--- config.mk ---
export PLATFORM = sky130hd
export DESIGN_NAME = flash_rd_ctrl
export DESIGN_NICKNAME = d
export VERILOG_FILES = /design/src/rtl/flash_rd_pkg.sv /design/src/rtl/flash_rd_buf.sv /design/src/rtl/flash_rd_pack.sv /design/src/rtl/flash_rd_ctrl.sv
export SDC_FILE = /design/constraint.sdc
export NUM_CORES = 1
export LEC_CHECK = 0
export ABC_AREA = 0
export ABC_CLOCK_PERIOD_IN_PS = 3100
export BUFFER_PORTS_ARGS = -buffer_cell sky130_fd_sc_hd__buf_4
export CAP_MARGIN = 10
export CORE_MARGIN = 1.5
export CORE_UTILIZATION = 50
export CTS_CLUSTER_DIAMETER = 50
export DETAILED_ROUTE_END_ITERATION = 10
export GPL_TIMING_DRIVEN = 1
export HOLD_SLACK_MARGIN = 0.06
export PLACE_DENSITY = 0.79
export SYNTH_ARGS = -nofsm -noshare
export SYNTH_HDL_FRONTEND = slang
export SYNTH_SLANG_ARGS = --single-unit
--- constraint.sdc ---
create_clock -name clk -period 3.1 [get_ports clk]
set_clock_uncertainty 0.1 [all_clocks]
set_input_delay 0.31 -clock clk [delete_from_list [all_inputs] [get_ports clk]]
set_output_delay 0.31 -clock clk [all_outputs]
set_load 0.005 [all_outputs]
--- src/rtl/flash_rd_pkg.sv ---
package flash_rd_pkg;

    typedef enum logic {
        ST_IDLE = 1'b0,
        ST_DATA = 1'b1
    } ctl_state_e;

    localparam int unsigned LANES = 4;

    // Byte count of an access size code; code 3 aliases a word.
    function automatic logic [2:0] size_bytes(input logic [1:0] sz);
        logic [2:0] n;
        case (sz)
            2'd0:    n = 3'd1;
            2'd1:    n = 3'd2;
            default: n = 3'd4;
        endcase
        return n;
    endfunction

endpackage

--- src/rtl/flash_rd_buf.sv ---
module flash_rd_buf #(
    parameter int unsigned DEPTH = 8,
    parameter int unsigned LANES = 4
) (
    input  logic                          clk,
    input  logic                          rst_n,
    input  logic                          flush,
    input  logic                          push,
    input  logic [7:0]                    push_byte,
    input  logic                          pop,
    input  logic [2:0]                    pop_n,
    output logic [$clog2(DEPTH+1)-1:0]    level,
    output logic [LANES-1:0][7:0]         peek
);
    localparam int unsigned PW = $clog2(DEPTH);
    localparam int unsigned CW = $clog2(DEPTH + 1);

    typedef struct packed {
        logic [PW-1:0] wr;
        logic [PW-1:0] rd;
        logic [CW-1:0] cnt;
    } buf_st_t;

    buf_st_t           q, d;
    logic [7:0]        mem [DEPTH];

    always_comb begin
        d = q;
        if (flush) begin
            d.wr  = '0;
            d.rd  = '0;
            d.cnt = '0;
        end else begin
            if (push) begin
                d.wr = q.wr + PW'(1);
            end
            if (pop) begin
                d.rd = q.rd + PW'(pop_n);
            end
            d.cnt = q.cnt + CW'(push) - (pop ? CW'(pop_n) : CW'(0));
        end
    end

    always_ff @(posedge clk or negedge rst_n) begin
        if (!rst_n) begin
            q <= '0;
        end else begin
            q <= d;
        end
    end

    always_ff @(posedge clk) begin
        if (push && !flush) begin
            mem[q.wr] <= push_byte;
        end
    end

    for (genvar k = 0; k < LANES; k++) begin : g_peek
        assign peek[k] = mem[q.rd + PW'(k)];
    end

    assign level = q.cnt;

endmodule

--- src/rtl/flash_rd_pack.sv ---
module flash_rd_pack
    import flash_rd_pkg::*;
#(
    parameter int unsigned LANES = 4
) (
    input  logic [1:0]             size,
    input  logic [LANES-1:0][7:0]  bytes_in,
    output logic [LANES*8-1:0]     word_out
);
    logic [2:0] nb;
    assign nb = size_bytes(size);

    for (genvar k = 0; k < LANES; k++) begin : g_lane
        assign word_out[k*8 +: 8] = (3'(k) < nb) ? bytes_in[k] : 8'h00;
    end

endmodule

--- src/rtl/flash_rd_ctrl.sv ---
module flash_rd_ctrl
    import flash_rd_pkg::*;
#(
    parameter int unsigned ADDR_W    = 24,
    parameter int unsigned BUF_DEPTH = 8
) (
    input  logic               clk,
    input  logic               rst_n,
    input  logic               mem_mode,
    input  logic               bus_req,
    input  logic [ADDR_W-1:0]  bus_addr,
    input  logic [1:0]         bus_size,
    output logic               bus_ready,
    output logic [31:0]        bus_rdata,
    input  logic               last_xfer,
    output logic               frame_start,
    output logic               frame_close,
    output logic [ADDR_W-1:0]  frame_addr,
    output logic               frame_done,
    input  logic               rx_valid,
    input  logic [7:0]         rx_byte,
    output logic               rx_ready
);
    localparam int unsigned CW = $clog2(BUF_DEPTH + 1);

    typedef struct packed {
        ctl_state_e        state;
        logic [ADDR_W-1:0] addr;
        logic [1:0]        size;
        logic [ADDR_W-1:0] next_addr;
        logic              open;
        logic              start;
        logic              close;
        logic              done;
        logic [ADDR_W-1:0] faddr;
    } ctl_st_t;

    ctl_st_t               q, d;
    logic                  flush;
    logic                  restart;
    logic                  enough;
    logic [2:0]            need;
    logic [CW-1:0]         level;
    logic [LANES-1:0][7:0] peek;
    logic                  accept_rx;
    logic                  take;

    assign need   = size_bytes(q.size);
    assign enough = (q.state == ST_DATA) && (level >= CW'(need));
    assign take   = enough;

    always_comb begin
        if (mem_mode) begin
            rx_ready = q.open && (level < CW'(BUF_DEPTH));
        end else begin
            rx_ready = (q.state == ST_DATA) && (level < CW'(need));
        end
    end

    assign accept_rx = rx_valid && rx_ready;

    always_comb begin
        d         = q;
        d.start   = 1'b0;
        d.close   = 1'b0;
        flush     = 1'b0;
        restart   = !q.open || (mem_mode && (bus_addr != q.next_addr));
        case (q.state)
            ST_IDLE: begin
                if (last_xfer) begin
                    if (q.open) begin
                        d.close = 1'b1;
                        d.open  = 1'b0;
                        d.done  = 1'b1;
                        flush   = 1'b1;
                    end
                end else if (bus_req) begin
                    d.addr  = bus_addr;
                    d.size  = bus_size;
                    d.state = ST_DATA;
                    if (restart) begin
                        d.start = 1'b1;
                        d.faddr = bus_addr;
                        d.open  = 1'b1;
                        d.done  = 1'b0;
                        flush   = 1'b1;
                    end
                end
            end
            default: begin
                if (take) begin
                    d.state     = ST_IDLE;
                    d.next_addr = q.addr + ADDR_W'(need);
                end
            end
        endcase
    end

    always_ff @(posedge clk or negedge rst_n) begin
        if (!rst_n) begin
            q       <= '0;
            q.state <= ST_IDLE;
        end else begin
            q <= d;
        end
    end

    flash_rd_buf #(
        .DEPTH (BUF_DEPTH),
        .LANES (LANES)
    ) i_buf (
        .clk       (clk),
        .rst_n     (rst_n),
        .flush     (flush),
        .push      (accept_rx),
        .push_byte (rx_byte),
        .pop       (take),
        .pop_n     (need),
        .level     (level),
        .peek      (peek)
    );

    flash_rd_pack #(
        .LANES (LANES)
    ) i_pack (
        .size     (q.size),
        .bytes_in (peek),
        .word_out (bus_rdata)
    );

    assign bus_ready   = enough;
    assign frame_start = q.start;
    assign frame_close = q.close;
    assign frame_addr  = q.faddr;
    assign frame_done  = q.done;

endmodule

Yosys cells after proc, flatten, opt, wreduce, memory -nomap -nowiden:

Memories as Yosys holds them, arrays and structs flattened.
Index checks and enable logic that the tools add are counted.
W data, S select, Z words.

* multiplexer cells: 32
* reduce and logical (&&, ||, !) cells: 19
* bitwise logic cells: 2
* $add $sub $neg: 8
* magnitude comparators: 7
* equality and inequality tests: 3

Operators by type and width (number)
* $mux W27: 3
* $mux W25: 2
* $mux W8: 4
* $add A24 B3 Y24: 1
* $mux W24: 1
* $ne A24 B24 Y1: 1
* $mux W1: 14
* $mux W10: 1
* $mux W3: 3
* $reduce_and A4 Y1: 2
* $reduce_bool A2 Y1: 4
* $add A3 B1 Y3 const B: 2
* $add A3 B2 Y3 const B: 2
* $logic_and A1 B1 Y1: 6
* $lt A1 B3 Y1 const A: 2
* $lt A2 B3 Y1 const A: 2
* $mux W2: 3
* $pmux W3 S2: 1
* $reduce_and A3 Y1: 2
* $add A4 B1 Y4: 1
* $ge A4 B3 Y1: 1
* $lt A4 B3 Y1: 1
* $lt A4 B4 Y1 const B: 1
* $sub A4 B4 Y4: 1
* other kinds (8): 10

* register bits: 89
* input bits: 40
* output and inout bits: 61
* word-level logic and storage cells: 84
* memories kept: 1
* RAM bits: 64

Memory list
* i_buf.mem: words 8, width 8, rd ports 4, clocked after Yosys merged registers in 0, wr ports 1, line flash_rd_buf.sv:25 `logic [7:0] mem [DEPTH];`

Depth between registers and ports, before layout:

Gate-level depths: netlist of the first run.

* depth in word-level cells: 11
* depth in mapped cells: 16
* mapped depth without buffers: 14

By module:

Synthesis of the first run repeated with hierarchy kept, for this count alone.

* cells, all modules: 747
* area, all modules: 8949.8 sq um

By module, submodules not included
* flash_rd_ctrl: cells an instance 433, instances 1, sequential area each 1976.9 sq um, area an instance 4367.9 sq um
* flash_rd_buf: cells an instance 277, instances 1, sequential area each 2172.1 sq um, area an instance 4347.9 sq um
* flash_rd_pack: cells an instance 37, instances 1, sequential area each 0.0 sq um, area an instance 234.0 sq um

Least setup slack after synthesis of the first run:

Ideal clock, no wire load.

* path type: reg-to-reg
* from: reg q[52] (netlist name)
* to: reg i_buf.q (netlist bit i_buf.level[2])
* library setup time: 0.086 ns
* required time: 2.914 ns
* arrival time: 3.234 ns
* path buffers: 2
* stages on the path, launching flop included: 15
* clock period less this slack: 3.420 ns
* path slack: -0.320 ns
* cell sequence: dfrtp_1 > nor2_1 > ha_1 > nor2b_1 > o21ai_0 > nand2_1 > clkbuf_1 > clkbuf_1 > nor2_1 > ha_1 > inv_1 > ha_1 > fa_1 > xnor2_1 > nor3_1

RTL lines
* start, declared: line flash_rd_ctrl.sv:38 `ctl_st_t q, d;`
* end signal, assigned: line flash_rd_buf.sv:46 `q <= '0;`
* end signal, assigned: line flash_rd_buf.sv:48 `q <= d;`
* end, declared: line flash_rd_buf.sv:24 `buf_st_t q, d;`

Final worst setup path of the first run:

* from: reg i_buf.q[5] (netlist name)
* to: out bus_rdata[15]

* longest elaborated chain between the ends: 3

RTL lines
* $add A3 B1 Y3: line flash_rd_buf.sv:59 `assign peek[k] = mem[q.rd + PW'(k)];`
* $mem_v2 Z8 W8
* $mux W8: line flash_rd_pack.sv:14 `assign word_out[k*8 +: 8] = (3'(k) < nb) ? bytes_in[k] : 8'h00;`
* end, declared: line flash_rd_ctrl.sv:14 `output logic [31:0] bus_rdata,`

No other way between the ends.

==> flow_metrics.tcl, run 1 <==
set metrics [dict create \
    drc 0 \
    ys_warn_count 0 \
    drtIter0Drc 758 \
    cts_tree "done" \
    path_class "flop to output port" \
    routedWlPerCell_um 20.2 \
    cap_violations 0 \
    synthesis.nets 850 \
    fmax_mhz 336 \
    io_pins 101 \
    yosysSeqAreaShare_pct 46.0 \
    placementRows 48 \
    crit_path_frequent_cell "buf_4" \
    crit_buf_inv 3 \
    min_path_cells 4 \
    grtUsageTotal_pct 25.7 \
    vdd_drop_max_mv 0.510 \
    clk_latency_ps 430 \
    fin_ws_ps 126 \
    design_area_um2 11000 \
    cts.path.max_buffers 2 \
    ys_ff_latch 153 \
    clock-sinks 153 \
    die-area_um2 18900 \
    min_path_type "input port to flop" \
    cts_made_buffers 17 \
    grt_max_degree 80 \
    hpwl_um 14700 \
    grt_pass1_vias 6914 \
    status "finished clean" \
    antenna_cells 0 \
    antenna_found_initial 0 \
    cpLargestDelayFamily "buffers and inverters" \
    synth_cells 790 \
    path_max_fanout 27 \
    power_density_nw_per_um2 944 \
    post-place-ws_ps 102 \
    syn_avg_cell_area_um2 11.4 \
    dpl_cell_area_um2 9930 \
    die_h_um 137 \
    worst_pin_slew_ps 1020 \
    final_layout_size_suffix_gt1_share_pct 27.7 \
    clock-root-buffer "clkbuf_16" \
    cp.depth 8 \
    max_stage_delay_ps 370 \
    utilization_pct 62.9 \
    cp-start-kind "flop" \
    syn2layout_area_growth_pct 21.8 \
    period_share_pct 95.9 \
    grt_pass1_wl_um 36600 \
    cp.arrival_ps 2560 \
    coreArea_um2 17500 \
    worstSetupEndpointType "output port" \
    relSlewSlack_pct 32.2 \
    synth.top_cell.area_share_pct 24.7 \
    yosysTopAreaCell "dfrtp_1" \
    fin_crit_ps 2970 \
    rsz0062_at_grt "no" \
    final_hold_viol_count 0 \
    clk_pin_slew_ps 60 \
    fillers 1229 \
    netlist_area_um2 9020 \
    wl_um 23100 \
    nNetsFinal 967 \
    overflow 0 \
    port_buffers 100 \
    die-width_um 137 \
    cp_cell_sequence "buf_4 > ha_1 > xor2_1 > buf_4 > mux4_2 > mux2i_1 > nor2_1 > buf_4" \
    start_util_pct 51.6 \
    vias 6943 \
    synth_area_leaders "dfrtp_1 (25%), edfxtp_1 (21%), mux4_2 (16%)" \
    htree_levels 4 \
    drt-vias-per-instance 6.06 \
    fin_setup_tns_ps 0 \
    leakage_nw 4.42 \
    synth_cell_types 49 \
    cp.required_ps 2690 \
    drtPass1Iterations 5 \
    detail-route-antenna-nets 0 \
    gp_congestion 0.838 \
    setup-violations-final 0 \
    slew_viol_final 0 \
    r2r.worst_path.cells 14 \
    crit_slowest_cell "buf_4" \
]
==> layout make-up <==
class                      count  area [um2]  share of cell area, %
clock buffer                  17         425                   3.87
inverter                      19        71.3                  0.649
timing repair buffer         172        1400                   12.7
clock inverter                15         223                   2.03
tap                          225         282                   2.56
sequential                   153        4150                   37.8
multi-input combinational    544        4440                   40.4
==> state kept, by name (all words and copies together) (netlist names) <==
register     cells
frame_addr      24
q               52
i_buf.q          6
frame_close      1
frame_done       1
i_buf.mem       64
i_buf.level      4
frame_start      1
==> stage by stage <==
stage | power [W] | cells | hold WS (ps)
after floorplan | 0.00637 | 790 | -85.6
after global placement | 0.00776 | 1073 | 377
after detailed placement | 0.00789 | 1073 | 391
after CTS | 0.0103 | 1141 | 178
after global routing | 0.0110 | 1145 | 208
final | 0.0104 | 1145 | 193
==> cells in the mapped netlist (all sizes together) <==
cell and n:
o211a 1, dfrtp 89, nand2 150, edfxtp 64
nand3b 1, and3 1, mux4 64, xnor2 46
nand3 34, a221o 24, a21oi 19, or3b 1
buf 45, o21bai 1, or4 1, ha 17
and4 1, inv 18, nor2b 10, nor3 20
xor2 8, a21o 2, o21ai 59, a211oi 1
fa 3, mux2 8, nor2 26, o21a 1
clkbuf 29, nor4 4, nand4 9, nand2b 1
o2111ai 1, nor4b 2, clkinv 1, nand4b 3
or2 1, and2 1, mux2i 19, nor3b 4
==> what timing repair did <==
item,CTS,global route
hold endpoints to repair,189,0
setup buffers,0,4
hold buffers,36,0
setup endpoints to repair,0,9
resized for setup,0,7
==> layer usage <==
layer	track usage (%)	vias to the layer above	wire, um
li1	-	3106	-
met1	35.3	3447	9600
met2	40.3	351	11100
met3	5.85	39	1860
met4	9.30	0	514
met5	0	-	0
==> cells by family (layout without fill, tap and decap cells) <==
group	Yosys count	in the layout	share of synthesized area [%]
buffers and inverters	93	223	5.19
and+or+nand+nor	270	270	13.8
adders and majority gates	20	20	3.02
muxes	91	91	19.1
xor gates and xnor gates	54	54	5.24
DFF	153	153	46.0
AOI/OAI and AO/OA	109	109	7.66
==> report_power, final <==
group	internal, W	switching, W
registers	0.00264	0.000496
logic	0.00254	0.00242
clock network	0.00143	0.000851
==> final timing paths <==
kind	startpoint	endpoint	slack (ps)
max in group asynchronous	rst_n	q[72]$_DFFE_PN0P_	1640
hold / removal	last_xfer	q[27]$_DFFE_PN0P_	190
setup / recovery	i_buf.q[5]$_DFFE_PN0P_	bus_rdata[15]	130
hold reg to reg	q[41]$_DFFE_PN0P_	q[41]$_DFFE_PN0P_	410
min in group asynchronous	rst_n	frame_addr[5]$_DFFE_PN0P_	500
setup reg to reg	q[53]$_DFFE_PN0P_	i_buf.level[3]$_DFF_PN0_	240
==> tightest hold or removal path, stage by stage <==
cell	delay (ps)
buf_4	130
inv_1	70
nor2_1	70
nor2_1	90
==> layout by cell type, fill, tap and decap left out, drive strengths merged, types with 2 or more instances in the layout <==
cell	instances
nand2	150
buf	136
dfrtp	89
mux4	64
edfxtp	64
o21ai	59
xnor2	46
dlygate4sd3	36
nand3	34
nor2	26
a221o	24
nor3	20
inv	20
mux2i	19
a21oi	19
clkbuf	17
ha	17
nor2b	10
nand4	9
mux2	8
xor2	8
clkinv	7
bufinv	5
nor4	4
nor3b	4
nand4b	3
fa	3
a21o	2
nor4b	2
clkinvlp	2
(Power assumes the default switching activity.)
==> run 2, diff against run 1 <==
--- a/config.mk
+++ b/config.mk
@@ -6,7 +6,7 @@
 export NUM_CORES = 1
 export LEC_CHECK = 0
 export ABC_AREA = 0
-export ABC_CLOCK_PERIOD_IN_PS = 3100
+export ABC_CLOCK_PERIOD_IN_PS = 3000
 export BUFFER_PORTS_ARGS = -buffer_cell sky130_fd_sc_hd__buf_4
 export CAP_MARGIN = 10
 export CORE_MARGIN = 1.5
@@ -15,7 +15,7 @@
 export DETAILED_ROUTE_END_ITERATION = 10
 export GPL_TIMING_DRIVEN = 1
 export HOLD_SLACK_MARGIN = 0.06
-export PLACE_DENSITY = 0.79
+export PLACE_DENSITY_LB_ADDON = 0.25
 export SYNTH_ARGS = -nofsm -noshare
 export SYNTH_HDL_FRONTEND = slang
 export SYNTH_SLANG_ARGS = --single-unit
==> constraint.sdc (replaced) <==
create_clock -name clk -period 3 [get_ports clk]
set_clock_uncertainty 0.1 [all_clocks]
set_input_delay 0.3 -clock clk [delete_from_list [all_inputs] [get_ports clk]]
set_output_delay 0.3 -clock clk [all_outputs]
set_load 0.005 [all_outputs]
==> run 2 against run 1 <==
  * Non-clock buffer count is 2 lower
  * Sequential share of layout area rose by 0.26 points
  * First-iteration DRC count decreased by 28%
  * Critical endpoint is now i_buf.level[1]$_DFF_PN0_
  * Largest power group unchanged
  * Highest routed layer unchanged
==> flow_metrics.tcl, run 2 (synthesized netlist as in run 1, its figures left out) <==
set metrics [dict create \
    clk_pin_slew_ps 60 \
    drt-vias-per-instance 5.98 \
    port_buffers 100 \
    cap_violations 0 \
    drtIter0Drc 542 \
    regMostFlops "i_buf.mem" \
    leakage_nw 4.38 \
    grtUsageTotal_pct 25.8 \
    p_total_w 0.0104 \
    gp_congestion 0.878 \
    grt_pass1_wl_um 36500 \
    r2r_slack_ps 200 \
    clk_latency_ps 420 \
    layout_common_cells "nand2_1 (149), buf_4 (133), dfrtp_1 (87)" \
    slew_viol_final 0 \
    cts.path.max_buffers 2 \
    cp.required_ps 3170 \
    drc 0 \
    antenna_found_initial 0 \
    wl_um 22800 \
    worstSetupEndpointType "flop" \
    start_util_pct 51.6 \
    path_max_fanout 12 \
    clock-root-buffer "clkbuf_16" \
    fmax_mhz 357 \
    drtPass1Iterations 8 \
    crit_path_frequent_cell "ha_1" \
    period_share_pct 93.4 \
    status "finished clean" \
    cp_cell_sequence "inv_1 > ha_1 > or3b_1 > a21oi_1 > o211a_1 > ha_1 > fa_1 > nand2_1 > nor2_1" \
    htree_levels 4 \
    routedWlPerCell_um 19.9 \
    nNetsFinal 965 \
    cts_made_buffers 17 \
    cpLargestDelayFamily "adder cells" \
    final_hold_viol_count 0 \
    post_cts_buffers 0 \
    antenna_cells 0 \
    clock-sinks 153 \
    die_h_um 137 \
    grt_max_degree 57 \
    rsz0062_at_grt "no" \
    cts_tree "done" \
    largest_register_ffs 64 \
    grt_pass1_vias 6986 \
    die-width_um 137 \
    power_density_nw_per_um2 956 \
    overflow 0 \
    fin_setup_tns_ps 0 \
    fin_crit_ps 2800 \
    detail-route-antenna-nets 0 \
    min_path_type "input port to flop" \
    worst_pin_slew_ps 1260 \
    final_common_cell "nand2_1" \
    coreArea_um2 17500 \
    die-area_um2 18900 \
    syn2layout_area_growth_pct 21.0 \
    max_stage_delay_ps 440 \
    cp.arrival_ps 2980 \
    vdd_drop_max_mv 0.551 \
    path_class "flop to flop" \
    crit_buf_inv 1 \
    vias 6835 \
    setup-violations-final 0 \
    relSlewSlack_pct 16.3 \
    crit_slowest_cell "o211a_1" \
    final_layout_size_suffix_gt1_share_pct 27.6 \
    placementRows 48 \
    cp-start-kind "flop" \
    hpwl_um 15600 \
    io_pins 101 \
]
run 2: cell count changes in the layout (fill, tap and decap cells not counted), moves of 2 or more:
| cell | before | now |
|---|---|---|
| clkbuf_1 | 0 | 2 |
| bufinv_16 | 5 | 3 |
| clkinv_2 | 0 | 4 |
| clkinv_4 | 4 | 0 |
| clkinvlp_4 | 1 | 4 |
run 2: stage by stage:
| step | std cells | setup WS, ps | hold slack, ps | instance area [um2] | util, % |
|---|---|---|---|---|---|
| after global routing | 1143 | 40.3 | 176 | 10900 | 62.5 |
| after detailed placement | 1075 | 26.1 | 191 | 9950 | 56.9 |
| after global placement | 1075 | 171 | 188 | 9950 | 56.9 |
| after floorplan | 790 | 23.0 | -95.6 | 9040 | - |
| after CTS | 1143 | 17.2 | 152 | 10900 | 62.3 |
| final | 1143 | 197 | 163 | 10900 | 62.5 |
run 2: area by class of cell:
class,instances,area [um2]
Fill cell,1351,6560
Multi-Input combinational cell,544,4450
Sequential cell,153,4150
Timing Repair Buffer,170,1380
Clock buffer,19,433
Tap cell,225,282
Clock inverter,13,153
Inverter,19,71.3
run 2: tightest hold or removal path: stages:
cell and delay (ps):
buf_4 120, inv_1 60, nor2_1 70, nor2_1 90
run 2: timing repair:
action / in CTS / in global routing
hold buffers: 36 / 0
resized for setup: 0 / 5
setup endpoints to repair: 0 / 1
endpoints found under the hold margin: 146 / 0
run 2: final timing paths:
path                                    from                    endpoint  depth (start not counted)
max                        q[53]$_DFFE_PN0P_    i_buf.level[1]$_DFF_PN0_                          9
min                                last_xfer           q[27]$_DFFE_PN0P_                          4
max reg2reg                q[53]$_DFFE_PN0P_    i_buf.level[1]$_DFF_PN0_                          9
min reg2reg                q[56]$_DFFE_PN0P_           q[56]$_DFFE_PN0P_                          2
max in group asynchronous              rst_n  frame_addr[20]$_DFFE_PN0P_                          3
min in group asynchronous              rst_n  frame_addr[12]$_DFFE_PN0P_                          2
run 2: where the power goes:
group	leakage (nW)	switching [W]	total [W]	internal, W
sequential	1.68	0.000562	0.00329	0.00273
combinational	2.42	0.00242	0.00503	0.00261
clock	0.277	0.000826	0.00213	0.00130
run 2: per-layer routing:
metal  up-vias  global-route usage [%]  part of all wire, %
met5         -                       0                    0
met2       290                    44.1                   51
met3        37                    4.23                  6.0
met4         0                    9.42                  2.0
li1       3097                       -                    -
met1      3411                    33.3                   41
==> run 3, diff against run 2 <==
--- a/config.mk
+++ b/config.mk
@@ -6,10 +6,9 @@
 export NUM_CORES = 1
 export LEC_CHECK = 0
 export ABC_AREA = 0
-export ABC_CLOCK_PERIOD_IN_PS = 3000
 export BUFFER_PORTS_ARGS = -buffer_cell sky130_fd_sc_hd__buf_4
 export CAP_MARGIN = 10
-export CORE_MARGIN = 1.5
+export CORE_MARGIN = 4
 export CORE_UTILIZATION = 50
 export CTS_CLUSTER_DIAMETER = 50
 export DETAILED_ROUTE_END_ITERATION = 10
==> run 3 against run 2 <==
  * Sequential power hardly changed
  * Sequential share of layout area is 0.067 points lower
  * Routed wire length up 3.0%
  * Highest routed layer unchanged
  * Clock-buffer cell count grew 5
==> flow_metrics.tcl, run 3 (synthesized netlist as in run 1, its figures left out) <==
set metrics [dict create \
    dp.cells 1074 \
    vias 6998 \
    die-width_um 142 \
    start_util_pct 51.6 \
    design_area_um2 10900 \
    placementRows 48 \
    rsz0062_at_grt "no" \
    crit_slowest_cell "dfrtp_2" \
    largest_register_ffs 64 \
    status "finished clean" \
    cts.path.max_buffers 2 \
    cpLargestDelayFamily "flip-flops" \
    gp_congestion 0.864 \
    clock-sinks 153 \
    die-area_um2 20300 \
    overflow 0 \
    post-place-ws_ps 105 \
    drc 0 \
    hpwl_um 15900 \
    clk_latency_ps 420 \
    final_common_cell "nand2_1" \
    slew_viol_final 0 \
    fin_setup_tns_ps 0 \
    final_hold_viol_count 0 \
    htree_levels 4 \
    antenna_found_initial 1 \
    regMostFlops "i_buf.mem" \
    wl_um 23500 \
    layout_common_cells "nand2_1 (148), buf_4 (134), dfrtp_1 (86)" \
    relSlewSlack_pct 39.9 \
    coreArea_um2 17500 \
    fin_crit_ps 2870 \
    cp-start-kind "flop" \
    grt_pass1_wl_um 38200 \
    cp_cell_sequence "clkinv_1 > ha_1 > xnor2_2 > buf_4 > mux4_2 > mux2i_1 > nor2b_1 > buf_4" \
    worstSetupEndpointType "output port" \
    drt-vias-per-instance 6.11 \
    grt_pass1_vias 7196 \
    final_layout_size_suffix_gt1_share_pct 28.0 \
    detail-route-antenna-nets 0 \
    max_stage_delay_ps 550 \
    port_buffers 100 \
    path_max_fanout 12 \
    grtUsageTotal_pct 23.9 \
    grt_max_degree 90 \
    worst_pin_slew_ps 902 \
    clk_pin_slew_ps 60 \
    leakage_nw 4.40 \
    fin_cells 1145 \
    period_share_pct 95.6 \
    crit_path_frequent_cell "buf_4" \
    cp.arrival_ps 2470 \
    syn2layout_area_growth_pct 21.3 \
    path_class "flop to output port" \
    nNetsFinal 967 \
    drtIter0Drc 566 \
    cts_tree "done" \
    dpl_cell_area_um2 9930 \
    crit_buf_inv 3 \
    die_h_um 142 \
    routedWlPerCell_um 20.5 \
    cap_violations 0 \
    io_pins 101 \
    vdd_drop_max_mv 0.552 \
    cts_made_buffers 17 \
    drtPass1Iterations 5 \
    power_density_nw_per_um2 952 \
    clock-root-buffer "clkbuf_16" \
    min_path_type "input port to flop" \
    setup-violations-final 0 \
    fin_ws_ps 131 \
    cp.required_ps 2600 \
    fmax_mhz 349 \
]
==> run 3: worst paths after layout <==
kind | start | to | slack (ps) | depth (start not counted)
worst max-delay path | i_buf.q[5]$_DFFE_PN0P_ | bus_rdata[25] | 130 | 8
max in group asynchronous | rst_n | i_buf.q[5]$_DFFE_PN0P_ | 1820 | 3
min in group asynchronous | rst_n | frame_addr[12]$_DFFE_PN0P_ | 330 | 2
worst max register to register | q[53]$_DFFE_PN0P_ | i_buf.level[3]$_DFF_PN0_ | 160 | 14
worst min-delay path | last_xfer | q[27]$_DFFE_PN0P_ | 180 | 4
worst min register to register | q[56]$_DFFE_PN0P_ | q[56]$_DFFE_PN0P_ | 400 | 2
==> run 3: worst min-delay path, stage by stage <==
cell and delay (ps):
buf_4 120, inv_1 60, nor2_1 70, nor2_1 100
==> run 3: layer usage <==
metal	routed length, um	share of wire, %	GRT usage (%)	up-vias
met1	9400	40	31.5	3516
li1	-	-	-	3110
met2	11800	50	40.5	329
met4	478	2.0	8.30	0
met5	0	0	0	-
met3	1790	7.6	4.27	43
==> run 3: through the flow <==
step	util [%]	power (W)	hold WS [ps]
after CTS	62.1	0.0104	181
after global placement	56.8	0.00806	375
after detailed placement	56.8	0.00826	386
after floorplan	-	0.00660	-95.6
after global routing	62.6	0.0111	221
final	62.6	0.0104	181
==> run 3: what timing repair did <==
action | 4_1_cts | 5_1_grt
setup endpoints to repair | 4 | 3
setup buffers | 0 | 1
endpoints found under the hold margin | 130 | 0
resized for setup | 1 | 7
pin swaps | 0 | 1
hold buffers | 36 | 0
==> run 3: power by group <==
part / leakage (nW) / switching [W] / total (W) / internal [W]
Clock: 0.285 / 0.000805 / 0.00206 / 0.00125
Sequential: 1.68 / 0.000557 / 0.00329 / 0.00273
Combinational: 2.44 / 0.00245 / 0.00508 / 0.00263
Total: 4.40 / 0.00381 / 0.0104 / 0.00661
==> run 3: cell type report <==
class / count / area (um2)
multi-input cells: 544 / 4450
inverters: 19 / 71.3
repair buffers: 172 / 1410
diodes: 1 / 2.50
well taps: 225 / 282
clock inverters: 7 / 67.6
fillers: 1331 / 6540
flip-flops and latches: 153 / 4150
clock buffers: 24 / 503
